File: config.mk
export PLATFORM = sky130hd
export DESIGN_NAME = throttle_ctrl
export DESIGN_NICKNAME = d
export VERILOG_FILES = /design/src/rtl/throttle_ctrl.sv
export SDC_FILE = /design/constraint.sdc
export NUM_CORES = 2
export LEC_CHECK = 0
export ABC_AREA = 1
export ABC_CLOCK_PERIOD_IN_PS = 47500
export BUFFER_PORTS_ARGS = -buffer_cell sky130_fd_sc_hd__buf_2
export CAP_MARGIN = 20
export CORE_ASPECT_RATIO = 0.7
export CORE_MARGIN = 8
export CORE_UTILIZATION = 34
export DETAILED_ROUTE_END_ITERATION = 6
export PLACE_DENSITY = 0.55
export RECOVER_POWER = 25
export SLEW_MARGIN = 0
export SYNTH_ARGS = -nofsm -noshare
export SYNTH_HDL_FRONTEND = slang
export SYNTH_SLANG_ARGS = --single-unit
File: constraint.sdc
create_clock -name clk -period 47.5 [get_ports clk]
set_input_delay 4.75 -clock clk [delete_from_list [all_inputs] [get_ports clk]]
set_output_delay 4.75 -clock clk [all_outputs]
set_load 0.02 [all_outputs]
File: src/rtl/throttle_ctrl.sv
module throttle_ctrl #(
  parameter int N        = 4,
  parameter int SW       = 16,
  parameter int SFRAC    = 8,
  parameter int WW       = 8,
  parameter int WFRAC    = 4,
  parameter int CW       = 16,
  parameter int LW       = 3,
  parameter int MSHR_MAX = 16
) (
  input  logic                clk,
  input  logic                rst_n,
  input  logic                interval_end,
  input  logic                mode,
  input  logic [SW-1:0]       unfair_target,
  input  logic [N*SW-1:0]     core_target,
  input  logic [N*SW-1:0]     slowdown,
  input  logic [N*WW-1:0]     weight,
  input  logic [N*N*CW-1:0]   interference,
  output logic [N*LW-1:0]     throttle_lvl,
  output logic [N*(1<<LW)-1:0] issue_period,
  output logic [N*$clog2(MSHR_MAX+1)-1:0] mshr_limit
);
  localparam int NLVL = 1 << LW;
  localparam int PRW  = NLVL;
  localparam int MW   = $clog2(MSHR_MAX + 1);
  localparam int XW   = SW + WW;
  localparam int UW   = XW + SW;
  localparam int IXW  = (N > 1) ? $clog2(N) : 1;
  localparam logic [LW-1:0] LTOP = LW'(NLVL - 1);

  logic [XW-1:0]  ws [N];
  logic [N-1:0]   over_tgt;
  logic [LW-1:0]  lvl [N];
  logic [IXW-1:0] max_idx, min_idx, viol_idx, victim, agg_idx;
  logic           viol_any, ratio_hit, trigger, do_adj;
  logic [CW-1:0]  best_cnt;

  for (genvar i = 0; i < N; i++) begin : g_core
    logic [MW-1:0] m_raw;
    assign ws[i] = XW'(slowdown[i*SW +: SW]) * XW'(weight[i*WW +: WW]);
    assign over_tgt[i] = ws[i] > XW'({core_target[i*SW +: SW], {WFRAC{1'b0}}});
    assign throttle_lvl[i*LW +: LW] = lvl[i];
    assign issue_period[i*PRW +: PRW] = PRW'(1) << lvl[i];
    assign m_raw = MW'(MSHR_MAX >> lvl[i]);
    assign mshr_limit[i*MW +: MW] = (m_raw == '0) ? MW'(1) : m_raw;
  end

  always_comb begin
    max_idx  = '0;
    min_idx  = '0;
    viol_idx = '0;
    viol_any = 1'b0;
    for (int i = 0; i < N; i++) begin
      if (ws[i] > ws[max_idx]) max_idx = IXW'(i);
      if (ws[i] < ws[min_idx]) min_idx = IXW'(i);
      if (over_tgt[i] && (!viol_any || ws[i] > ws[viol_idx])) begin
        viol_idx = IXW'(i);
        viol_any = 1'b1;
      end
    end
  end

  assign ratio_hit = (UW'(ws[max_idx]) << SFRAC) > (UW'(unfair_target) * UW'(ws[min_idx]));
  assign victim    = mode ? viol_idx : max_idx;
  assign trigger   = mode ? viol_any : ratio_hit;

  always_comb begin
    agg_idx  = '0;
    best_cnt = interference[(int'(victim) * N) * CW +: CW];
    for (int a = 1; a < N; a++) begin
      if (interference[(int'(victim) * N + a) * CW +: CW] > best_cnt) begin
        best_cnt = interference[(int'(victim) * N + a) * CW +: CW];
        agg_idx  = IXW'(a);
      end
    end
  end

  assign do_adj = interval_end && trigger && (agg_idx != victim);

  always_ff @(posedge clk) begin
    if (!rst_n) begin
      for (int i = 0; i < N; i++) lvl[i] <= '0;
    end else if (do_adj) begin
      for (int i = 0; i < N; i++) begin
        if (IXW'(i) == agg_idx && lvl[i] != LTOP) lvl[i] <= lvl[i] + 1'b1;
        if (IXW'(i) == victim && lvl[i] != '0)    lvl[i] <= lvl[i] - 1'b1;
      end
    end
  end

  a_r2_hold_between: assert property (@(posedge clk) disable iff (!rst_n)
    !interval_end |=> $stable(throttle_lvl));

  a_r8_self_interferer: assert property (@(posedge clk) disable iff (!rst_n)
    (interval_end && agg_idx == victim) |=> $stable(throttle_lvl));

  for (genvar i = 0; i < N; i++) begin : g_chk
    a_r7_single_step: assert property (@(posedge clk) disable iff (!rst_n)
      1'b1 |=> ((LW+1)'(lvl[i]) == (LW+1)'($past(lvl[i])) ||
                (LW+1)'(lvl[i]) == (LW+1)'($past(lvl[i])) + 1'b1 ||
                (LW+1)'(lvl[i]) + 1'b1 == (LW+1)'($past(lvl[i]))));
    a_r10_period_onehot: assert property (@(posedge clk) disable iff (!rst_n)
      $onehot(issue_period[i*PRW +: PRW]));
    a_r10_mshr_floor: assert property (@(posedge clk) disable iff (!rst_n)
      mshr_limit[i*MW +: MW] != '0);
  end
endmodule

# ---- Yosys cells after proc, flatten, opt, wreduce, memory -nomap -nowiden
# Memories as Yosys holds them, arrays and structs flattened.
# Cells that the tools add are included.
dict set report word_totals {
  wordCells 198
  ff_bits 0
  memories 1
  ramBits 12
  latchBits 0
  in_bits 436
  rom_bits 0
  output_inout_bits 64
}
# memory words width rd rd_ports_with_merged_regs wr line
set mem_list {}
lappend mem_list {lvl 4 3 4 0 4 34} ;# logic [LW-1:0] lvl [N];
dict set report classes {
  addsub 11
  n_reduce_logical 29
  n_lt_le_gt_ge 24
  div_mod_pow 0
  multipliers 5
  n_mux 89
  shift 12
  bitwise 16
  n_eq_ne 11
}
# operator count
set ops {}
lappend ops {{$shiftx 256x10->16} 3}
lappend ops {{$bmux 24 s2} 8}
lappend ops {{$mux 24} 16}
lappend ops {{$shiftx 256x9->16} 1}
lappend ops {{$gt 24x24->1} 5}
lappend ops {{$gt 24x20->1} 4}
lappend ops {{$mul 16x8->24} 4}
lappend ops {{$lt 24x24->1} 3}
lappend ops {{$gt 16x16->1} 3}
lappend ops {{$mux 1} 42}
lappend ops {{$gt 32x40->1} 1}
lappend ops {{$mul 16x24->40} 1}
lappend ops {{$mux 16} 2}
lappend ops {{$shl 1x3->8 const A} 4}
lappend ops {{$ge 3x3->1 const B} 8}
lappend ops {{$mux 3} 8}
lappend ops {{$logic_not 5->1} 4}
lappend ops {{$mux 5} 4}
lappend ops {{$shr 5x3->5 const A} 4}
lappend ops {{$mux 2} 9}
lappend ops {{$not 2->3} 5}
lappend ops {{$logic_and 1x1->1} 13}
lappend ops {{$add 3x1->3 const B} 4}
lappend ops {{$ne 3x3->1 const B} 4}
lappend ops {{other kinds (12)} 37}

# ---- Depth between registers and ports, before layout
dict set report depth {
  word_depth 40
  mapped_depth 113
  depth_no_buf 104
}

# ---- Least setup slack after synthesis
# No wires, ideal clock.
dict set report synth_timing {
  kind {in2reg}
  startpoint {input port weight[10]}
  endpoint {memory lvl[2][2], data pin}
  path_stages 100
  n_path_buf 9
  t_arrival_ns 22.309
  setup_ns 0.140
  path_slack_ns 25.051
  cell_sequence {clkbuf_1 > clkbuf_1 > nand2_1 > fa_1 > fa_1 > inv_1 > fa_1 > inv_1 > fa_1 > inv_1 > ha_1 > nand2_1 > nor2_1 > nand2_1 > nand3_2 > nand2_1 > nand2_1 > a31oi_1 > [... 64 more ...] > ha_1 > nand4_1 > nor3_1 > o31ai_1 > o2111ai_1 > o211a_1 > nand4_1 > nor4_1 > o2111ai_1 > a211oi_1 > nand2_2 > a21oi_4 > buf_6 > nand2_1 > fa_1 > xor2_1 > or2_2 > a21oi_2}
}
# item line
set synth_rtl {}
lappend synth_rtl {{start: declaration} 18} ;# input logic [N*WW-1:0] weight,
lappend synth_rtl {{end: declaration} 34}

==> results by group <==
Drt
  • Antenna-violating nets left: 0
  • Initial DRC count: between 3000 and 4000
  • WL/cell: 20.11 um
  • Routed Wire Length: around 160000 um
  • Length of the first detailed-routing pass in iterations: 6
  • Residual DRC: 0
  • Vias post-DR: 39420
  • Post-DR vias/cell: just over 5

STA
  • Final setup TNS: 0 ns
  • Max Freq: ~37 MHz
  • Min Tclk post-route: ~27 ns
  • Setup Viol. Count Final: 0
  • Relative slew margins: 21.87%
  • Slew @ Worst Pin: around 1.2 ns
  • Hold slack: roughly 0.75 ns
  • Period utilization: 57.52%
  • Final Hold Fails: 0
  • RSZ-0062 raised after global routing: false
  • Fin. max-slew vios: 0
  • Clock Skew: slightly above 0.0004 ns

Die
  • Die H: a little over 300 um
  • Die Area: 131800 um2
  • Ports: 500
  • Die Width: roughly 430 um
  • Cell Rows: roughly 110
  • Core box area: approximately 120000 um2
  • Initial Util: about 34%

Clock network
  • Clock root cell: clkbuf_16
  • Cts bufs inserted: 3
  • Clk sink count: 12
  • Hold_buf cts: 0
  • Clock-pin slew on the worst setup and hold paths: 0.04 ns
  • Worst-Skew Late Latency: roughly 0.24 ns
  • CTS-repair resized insts: 0
  • Postcts setup bufs: 0
  • CTS tree: built
  • # H-tree levels: 1
  • Bufs on Longest Clock Path: 2

Synthesis
  • Syn avg cell area: between 7 and 8 um2
  • Synth Instances: just under 6000
  • Async set-reset flop share out of synthesis: 0%
  • Synth area leaders: fa_1 (32%), ha_1 (18%), nand2_1 (14%), inv_1 (12%), a21oi_1 (3.2%)
  • Syn nets: 7513
  • Most used DFF post-synth: edfxtp_1
  • Synth unique cells: 67
  • Top-area cell type share of the netlist area: 31.56%
  • Seq cells post-synth: 12
  • Post-synth EDFFs: 12
  • Netlist Area Pre-Place: between 40000 and 50000 um2
  • Sequential-to-total area share from yosys stat: less than 1%
  • YS warnings: 0
  • Yosys top cell by area: fa_1

Layout
  • Biggest register: lvl
  • Synthesis-to-layout area growth: 9.619%
  • Share of layout cells above drive strength 1: about a tenth
  • Largest register FFs: 12
  • # nets final: 7818
  • Fillers: about 13000
  • Largest regs: lvl x12

Setup path
  • CP max stage cell: a221oi_1
  • CP max stage delay: ~0.80 ns
  • Most frequent CP cell: nand2_1
  • CP Buf/Inv Count: 19
  • Critical path class: in2reg
  • CP top delay family: simple AND/OR/NAND/NOR gates
  • Critical Path End Type: register
  • Critical path peak fanout: approximately 50
  • Critical path data required time: approximately 48 ns
  • Crit path DAT: 27.42 ns
  • Startpoint types: input pin

Global route
  • Overall routing resource usage: ~23%
  • Overflow after GRT: 0
  • Vias in the first global route: roughly 40000
  • Global-route wire length before repair: 237900 um
  • Initial antenna violation count: 8
  • Largest net degree at the start of global routing: 55

Hold path
  • Worst Hold Class: reg2reg

Placement
  • Dpl hpwl: around 130000 um
  • Placer's final routability congestion estimate: 1.027
  • IO Port Bufs: between 400 and 500

Job
  • Maxcap violations: 0

Outcome
  • Status: finished, final reports clean
cell families after synthesis:
logic type      after synthesis  share of synthesized area (%)
buf+inv                    1591                          14.93
compound gates              813                          11.72
xor+xnor                    109                          2.334
simple gates               2077                          20.43
fa+ha+maj                  1236                          49.64
flops                        12                         0.8809
mux                           3                        0.07341
path summary, 6_finish.rpt:
path / slack (ns) / start / cells after the start / to
setup reg to reg: 45.03 / lvl[2][2]$_SDFFCE_PN0P_ / 7 / lvl[2][2]$_SDFFCE_PN0P_
hold reg to reg: 0.75 / lvl[3][0]$_DFFE_PP_ / 1 / lvl[3][0]$_DFFE_PP_
setup / recovery: 20.18 / weight[2] / 103 / lvl[2][2]$_SDFFCE_PN0P_
hold / removal: 0.75 / lvl[3][0]$_DFFE_PP_ / 1 / lvl[3][0]$_DFFE_PP_
cells in the mapped netlist, drive strengths merged, types with 3 or more instances:
cell type,instances
nor2,311
a221oi,7
nand3,106
o211ai,21
nand4,45
nor4,15
xnor2,39
o2111ai,6
a31oi,26
a31o,11
and2,6
o31ai,9
o221ai,13
o21bai,20
ha,591
a22oi,23
inv,1318
buf,60
nand2,1521
nor3,60
a211o,3
o21ai,270
edfxtp,12
o32ai,3
a211oi,26
mux2i,3
o22ai,79
fa,645
clkbuf,211
o22a,3
or2,9
a21o,9
a21oi,264
o221a,3
o21a,5
xor2,70
placed cells by master, fill, tap and decap left out, types with 68 or more instances in the layout:
cell type  count
buf_4         68
a21oi_1      261
buf_2        477
xor2_1        70
nand2_1     1498
nand3_1      103
inv_1       1287
o22ai_1       79
ha_1         591
fa_1         645
o21ai_0      216
nor2_1       297
metal layers:
| layer | vias up | global-route usage [%] | routed length, um |
|---|---|---|---|
| li1 | 18630 | - | - |
| met1 | 19140 | 35.09 | 74910 |
| met2 | 1518 | 33.34 | 63250 |
| met3 | 129 | 5.599 | 15010 |
| met4 | 10 | 2.272 | 1551 |
| met5 | - | 1.784 | 355 |
layout make-up:
type | instances | area [um2] | share of cell area, %
Multi-Input combinational cell | 4238 | 34460 | 76.84
Inverter | 1320 | 4955 | 11.05
Timing Repair Buffer | 571 | 3030 | 6.758
Tap cell | 1566 | 1959 | 4.369
Sequential cell | 12 | 360.3 | 0.8036
Clock buffer | 3 | 75.07 | 0.1674
Antenna cell | 3 | 7.507 | 0.01674
through the flow:
stage	std cells	utilization [%]	worst slack (ns)	instance area (um2)
floorplan	5841	-	25.05	40910
global placement	7703	37.48	19.66	44740
detailed placement	7703	37.48	19.60	44740
CTS	7706	37.54	19.76	44810
global route	7711	37.56	18.76	44840
finish	7713	37.57	20.18	44840
Power is left out: the tool's default activity adds up to more than one toggle a clock period on the data nets, which glitch-free logic cannot reach.
